`src/rtl/irq_ack_tracker.sv`:
```
`timescale 1ns/1ps
module irq_ack_tracker #(
  parameter int NUM_IRQ = 64,
  parameter int PRIO_W  = 8
) (
  input  logic              clk,
  input  logic              rst_n,
  input  logic [9:0]        hp_id,
  input  logic [PRIO_W-1:0] hp_prio,
  input  logic              hp_model,
  input  logic              ack_req,
  output logic              ack_vld,
  output logic [9:0]        ack_id,
  input  logic              eoi_req,
  input  logic [31:0]       eoi_wdata,
  input  logic              eoi_repend,
  output logic              busy,
  output logic [9:0]        run_id,
  output logic [PRIO_W:0]   run_prio,
  output logic              clr_vld,
  output logic [9:0]        clr_id,
  output logic              clr_all,
  output logic              set_vld,
  output logic [9:0]        set_id
);
  localparam int           IW        = $clog2(NUM_IRQ);
  localparam logic [9:0]   NONE      = 10'h3FF;
  localparam logic [9:0]   NIRQ_ID   = 10'(NUM_IRQ);
  localparam logic [PRIO_W:0] IDLE_PRIO = {1'b1, {PRIO_W{1'b0}}};

  logic [9:0]        link     [NUM_IRQ];
  logic [PRIO_W-1:0] prio_tab [NUM_IRQ];
  logic              walking;
  logic [9:0]        cur, tgt;

  wire [9:0]    eid     = eoi_wdata[9:0];
  wire          unused_hi = ^eoi_wdata[31:10];
  wire          ack_go  = ack_req && !walking;
  wire          eoi_go  = eoi_req && !ack_req && !walking;
  wire          hp_ok   = (hp_id < NIRQ_ID) && ({1'b0, hp_prio} < run_prio);
  wire [IW-1:0] hp_ix   = hp_id[IW-1:0];
  wire [IW-1:0] run_ix  = run_id[IW-1:0];
  wire [IW-1:0] cur_ix  = cur[IW-1:0];
  wire [IW-1:0] tgt_ix  = tgt[IW-1:0];
  wire [9:0]    run_link = link[run_ix];
  wire [9:0]    cur_nxt  = link[cur_ix];
  wire [PRIO_W:0] back_prio = (run_link == NONE) ? IDLE_PRIO
                                                 : {1'b0, prio_tab[run_link[IW-1:0]]};

  assign busy = walking;

  always_ff @(posedge clk) begin
    if (ack_go && hp_ok) prio_tab[hp_ix] <= hp_prio;
  end

  always_ff @(posedge clk) begin
    if (!rst_n) begin
      for (int i = 0; i < NUM_IRQ; i++) link[i] <= NONE;
      run_id   <= NONE;
      run_prio <= IDLE_PRIO;
      walking  <= 1'b0;
      cur      <= NONE;
      tgt      <= NONE;
      ack_vld  <= 1'b0;
      ack_id   <= NONE;
      clr_vld  <= 1'b0;
      clr_id   <= NONE;
      clr_all  <= 1'b0;
      set_vld  <= 1'b0;
      set_id   <= NONE;
    end else begin
      ack_vld <= ack_go;
      clr_vld <= 1'b0;
      set_vld <= 1'b0;
      if (ack_go) begin
        if (hp_ok) begin
          ack_id        <= hp_id;
          link[hp_ix]   <= run_id;
          run_id        <= hp_id;
          run_prio      <= {1'b0, hp_prio};
          clr_vld       <= 1'b1;
          clr_id        <= hp_id;
          clr_all       <= hp_model;
        end else begin
          ack_id <= NONE;
        end
      end else if (eoi_go && run_id != NONE) begin
        if (eoi_repend && eid < NIRQ_ID) begin
          set_vld <= 1'b1;
          set_id  <= eid;
        end
        if (eid == run_id) begin
          run_id   <= run_link;
          run_prio <= back_prio;
        end else begin
          walking <= 1'b1;
          cur     <= run_id;
          tgt     <= eid;
        end
      end
      if (walking) begin
        if (cur_nxt == NONE) begin
          walking <= 1'b0;
        end else if (cur_nxt == tgt) begin
          link[cur_ix] <= link[tgt_ix];
          walking      <= 1'b0;
        end else begin
          cur <= cur_nxt;
        end
      end
    end
  end

  p_ack_none_r1: assert property (@(posedge clk) disable iff (!rst_n)
    (ack_vld && ack_id == NONE) |-> (run_id == $past(run_id)));
  p_ack_take_r2: assert property (@(posedge clk) disable iff (!rst_n)
    (ack_vld && ack_id != NONE) |-> (run_id == ack_id && run_prio < $past(run_prio)));
  p_idle_prio_r3: assert property (@(posedge clk) disable iff (!rst_n)
    (run_id == NONE) |-> (run_prio == IDLE_PRIO));
  p_clr_pair_r4: assert property (@(posedge clk) disable iff (!rst_n)
    clr_vld |-> (ack_vld && clr_id == ack_id));
  p_eoi_idle_r5: assert property (@(posedge clk) disable iff (!rst_n)
    (eoi_go && run_id == NONE) |=> (!set_vld && run_id == NONE));
  p_walk_hold_r7: assert property (@(posedge clk) disable iff (!rst_n)
    walking |=> (run_id == $past(run_id)));
  p_busy_block_r10: assert property (@(posedge clk) disable iff (!rst_n)
    walking |=> (!ack_vld && !set_vld));
  p_ack_wins_r11: assert property (@(posedge clk) disable iff (!rst_n)
    (ack_req && eoi_req && !walking) |=> (ack_vld && !set_vld));
endmodule

```
`config.mk`:
```
export PLATFORM = sky130hd
export DESIGN_NAME = irq_ack_tracker
export DESIGN_NICKNAME = d
export VERILOG_FILES = /design/src/rtl/irq_ack_tracker.sv
export SDC_FILE = /design/constraint.sdc
export NUM_CORES = 2
export LEC_CHECK = 0
export BUFFER_PORTS_ARGS = -buffer_cell sky130_fd_sc_hd__buf_2
export CORE_UTILIZATION = 30
export DETAILED_ROUTE_END_ITERATION = 7
export PLACE_DENSITY_LB_ADDON = 0.2
export REMOVE_ABC_BUFFERS = 1
export SYNTH_ARGS = -nofsm -noshare
export SYNTH_HDL_FRONTEND = slang
export SYNTH_SLANG_ARGS = --single-unit
```
`constraint.sdc`:
```
create_clock -name clk -period 4.71 [get_ports clk]
set_input_delay 0 -clock clk [delete_from_list [all_inputs] [get_ports clk]]
set_output_delay 0 -clock clk [all_outputs]
set_load 0.02 [all_outputs]
```
# After elaboration in Yosys (flattened, before gate mapping)
# Memory sizes are Yosys's and may differ from the RTL's. A register that Yosys moved wholly into a read port is not among the register bits.
# Cells that the tools add are included.
# word_totals
reg_bits	74
mem_bits_rw	1152
in_bits	56
out_inout_bits	54
word_cells	91
mem_count	2
# op_classes
order_cmp	3
eq_ne	6
muxes	46
bitwise	4
n_reduce_logical	18
# memory_table
memory	words	word_bits	rd	rd_clocked_by_memory_dff	write_ports	line_no	text
link	64	10	3	3	64	31	logic [9:0] link [NUM_IRQ];
prio_tab	64	8	1	0	1	32	logic [PRIO_W-1:0] prio_tab [NUM_IRQ];
# op_table
operator	n
2-to-1 mux 10 bit	13
2-to-1 mux 9 bit	5
2-to-1 mux 6 bit	7
2-to-1 mux 1 bit	21
== test 10 bit	2
== test 10 bit (second input constant)	2
< comparator 10 x 7 -> 1 bit (second input constant)	2
OR reduction 10 bit	2
inequality test 10 bit (second input constant)	1
< comparator 8 x 9 -> 1 bit	1
AND reduction 3 bit	3
logical AND 1 bit	7
NOT 1 bit	4
nonzero test 2 bit	2
OR reduction 3 bit	1
zero test 1 bit	2
inequality test 2 x 1 -> 1 bit (second input constant)	1
AND reduction 2 bit	1

# Logic depth before layout (Yosys ltp)
# depth
word_depth	10
depth_mapped	18
mapped_depth_nobuf	11

# Worst setup path after synthesis
# OpenSTA, ideal clock, no wires.
# synth_path
path_type	reg2reg
start	register cur[0]
end	memory link[59][0] (enable)
setup_ps	347
arrival_ps	3785
required_time_ps	4363
path_slack_ps	578
path_stages_with_launch	16
n_path_buf	5
period_less_slack_ps	4132
cell_sequence	dfxtp_1 buf_2 buf_6 buf_2 mux4_2 mux2i_1 o22ai_1 or3_1 a2111oi_0 a21oi_1 nor4_4 buf_2 buf_2 nand3_1 a22oi_1 nand2b_1
# synth_rtl
element	line_no	text
start, declared	34	logic [9:0] cur, tgt;
start signal, assigned	97	cur <= run_id;
start signal, assigned	108	cur <= cur_nxt;
end, declared	31	

==> reports/qor.txt <==
Final Hold Fails = 0
Sequential element share of the synthesized area = 0.568
Share of the synthesized area in the top cell type = 0.542
Worst Hold Launch = ack_req
Detailed Route WL = 267000 um
Routability cong. = 0.974
Layout fillers = 20032
Flop pwr share = 0.469
Clk_lat worst skew = 0.84 ns
Synth-to-Final Area Change = 24.6%
ANT nets after route = 0
Vias in the first global route = 44979
Min-delay worst type = in -> reg
Worst Tran Pin Value = 1.28 ns
Drt drc = 0
Yosys warnings = 0
Sw power = 0.00621 W
Grt ovf = 0
Fmax = 0.209 GHz
CTS tree = yes
Max Cap Viol = 0
R2r startpoint = cur[0]$_SDFF_PN1_
DR vias = 46486
Relative slew slack = 0.143
Violated checks = negative setup slack
Worst-path cell chain = buf_6, buf_12, buf_16, buf_4, buf_4, mux4_2, mux2i_1, mux4_2, xnor2_1, nor3_2, a21oi_2, nor4_4, buf_6, buf_12, nand4_1, buf_4, a22oi_2, buf_6, nand2b_4, buf_8
Die footprint = 214000 um2
Largest stage delay, worst path = 0.52 ns
Sw Share = 0.242
Worst vdd ir = 0.414 mV
Via density = 5.77
1st-iter DRT viols = 5607
Clock slew at reported path FFs = 0.06 ns
Post-synth top area cell = edfxtp_1
Ranking of synthesized cells by area = edfxtp_1 54%, mux4_2 20%, nand2_1 4.8%
Row cnt = 168
IO Pins = 110
Die H = 463 um
GRT Util Overall = 0.244
Fraction of layout cells with a size suffix above 1 = 0.332
RSZ-0062 raised after global routing = true
Clk pwr share = 0.457
Post-Place Worst Slack = -0.354 ns
Logic pwr share = 0.075
Internal = 0.0194 W
First-pass GRT wire length = 366000 um
Buf/Inv on CP = 10
R2R setup slack = -0.09 ns
Flops & latches, synth = 1234
Htree depth = 4
CP max stage cell = mux4_2
Fin util = 0.378
Count of flip-flops with a built-in enable after synthesis = 1152
Avg Cell Area, Syn = 14.0 um2
# port buffers = 87
CP endpoint kind = register
Layout Nets = 5184
DP HPWL = 191000 um
Pwr Density = 323 nW/um2
Library cells used by synthesis = 74
Initial antenna violation count = 21
Worst R2R Path Depth = 20
WHS Endpoint = ack_id[1]$_SDFFE_PN1P_
FF-to-FF End = link[44][7]$_SDFFCE_PN1P_
Max-slew violations = 0
Post-route minimum period = 4.80 ns
Fin crit share = 1.02
Crit Path Category = reg -> reg
CP startpoint kind = register
Largest net degree at the start of global routing = 93
Root buffer cell = clkbuf_16
# setup viols final = 278
Die Wd = 463 um
Req. time, crit path = 5.23 ns
Fin Hold WS = 0.0909 ns
CTS buffer count = 146
Netlist Area Pre-Place = 63800 um2
Post-Synthesis Cells = 4551
Final setup margin = -0.0861 ns
Clk buf depth = 3
Pleak = 24.5 nW
Starting density of the core = 0.303
Async S/R FF share, synth = 0
Clk_skew = 0.0506 ns
DR WL/cell = 33.2 um
Crit-path max FO = 8
Hold depth = 5
Main synth FF type = edfxtp_1
1st-pass router iterations = 6
Crit path arrival time = 5.32 ns
Result of the run = finished with violations
CP top delay family = buffers and inverters
CTS Sinks = 1234
Core box area = 210000 um2
==> what timing repair did <==
item,CTS,global route
gates cloned,5,4
hold buffers,39,0
setup endpoints to repair,1200,1276
endpoints found under the hold margin,598,0
pin swaps,15,27
resized for setup,39,77
setup buffers,25,52
==> power by group through the flow <==
stage	Combinational, W	Clock [W]	Sequential (W)
after floorplan	0.000656	0	0.0123
after global placement	0.00177	0	0.0122
after detailed placement	0.00178	0	0.0122
after CTS	0.00189	0.0119	0.0120
after global routing	0.00198	0.0123	0.0120
final	0.00191	0.0117	0.0120
==> worst max path at each step <==
stage	start	to	slack [ns]	cells past startpoint
6_report	cur[0]$_SDFF_PN1_	link[44][7]$_SDFFCE_PN1P_	-0.09	20
5_1_grt	cur[0]$_SDFF_PN1_	link[44][3]$_SDFFCE_PN1P_	-0.14	19
4_1_cts	cur[0]$_SDFF_PN1_	link[44][6]$_SDFFCE_PN1P_	-0.02	19
3_5_place_dp	cur[0]$_SDFF_PN1_	link[44][3]$_SDFFCE_PN1P_	-0.35	15
3_3_place_gp	cur[0]$_SDFF_PN1_	link[44][3]$_SDFFCE_PN1P_	-0.31	15
2_1_floorplan	register	run_prio[7]$_SDFFE_PN0P_	-15.53	9
==> layout by cell type, fill, tap and decap left out, drive strengths merged, types with 100 or more instances in the layout <==
| cell type | n |
|---|---|
| a22oi | 100 |
| buf | 833 |
| clkbuf | 196 |
| edfxtp | 1152 |
| mux2i | 165 |
| mux4 | 554 |
| nand2 | 809 |
| nand3 | 172 |
| nor2 | 177 |
| o21ai | 235 |
==> synth_stat cells, types with 55 or more instances <==
library cell / count
nor2_1: 177
edfxtp_1: 1152
clkbuf_1: 238
o21ai_0: 197
dfxtp_1: 82
nand3_1: 172
a22oi_1: 100
mux4_2: 554
nand2b_1: 55
a21oi_1: 66
nand2_1: 808
mux2i_1: 155
buf_2: 156
==> cells by family (layout without fill, tap and decap cells) <==
kind of cell	after synthesis	after routing	share of synthesized area
AOI/OAI and AO/OA	715	715	0.0776
muxes	731	731	0.225
other	0	8	0
and+or+nand+nor	1364	1364	0.0926
buffers and inverters	481	1173	0.0324
DFF	1234	1234	0.568
adders and majority gates	7	7	0.00137
xor gates and xnor gates	19	19	0.00261
==> through the flow <==
stage,setup TNS [ns],std cells,power (W),instance area (um2)
3_5_place_dp,-91.44,7657,0.0140,72700
6_report,-9.29,8056,0.0256,79400
4_1_cts,-0.335,7996,0.0258,78600
3_3_place_gp,-79.97,7657,0.0140,72700
2_1_floorplan,-9621.50,4096,0.0130,61800
5_1_grt,-38.61,8051,0.0263,79400
==> cell type report <==
class,instances,area [um2],share of cell area
antenna,8,20.0,0.000252
clock buffer,192,3950,0.0497
clock inverter,78,932,0.0117
inverter,26,97.6,0.00123
multi-input combinational,2836,26000,0.327
sequential,1234,36300,0.457
tap,2805,3510,0.0442
timing repair buffer,877,8670,0.109
==> flip-flops by register name, summed over array words and instances, names as in the netlist, named ones only <==
register and cells:
run_prio 9, ack_id 10, run_id 10, clr_vld 1, set_vld 1, busy 1
tgt 10, clr_all 1, prio_tab 512, link 640, cur 6, clr_id 10
set_id 10, ack_vld 1
==> layer usage <==
| metal | up-vias | track usage | part of all wire |
|---|---|---|---|
| met1 | 24292 | 0.310 | 0.39 |
| met3 | 551 | 0.0528 | 0.086 |
| li1 | 19253 | - | - |
| met2 | 2384 | 0.386 | 0.46 |
| met4 | 6 | 0.134 | 0.063 |
| met5 | - | 0 | 0.00014 |
==> tightest hold or removal path, stage by stage <==
cell and delay, ns:
buf_2 0.17, nor2b_2 0.24, buf_4 0.26, nand2_1 0.11, nand3_1 0.06
Note: power is estimated with default switching activity, not from simulation.
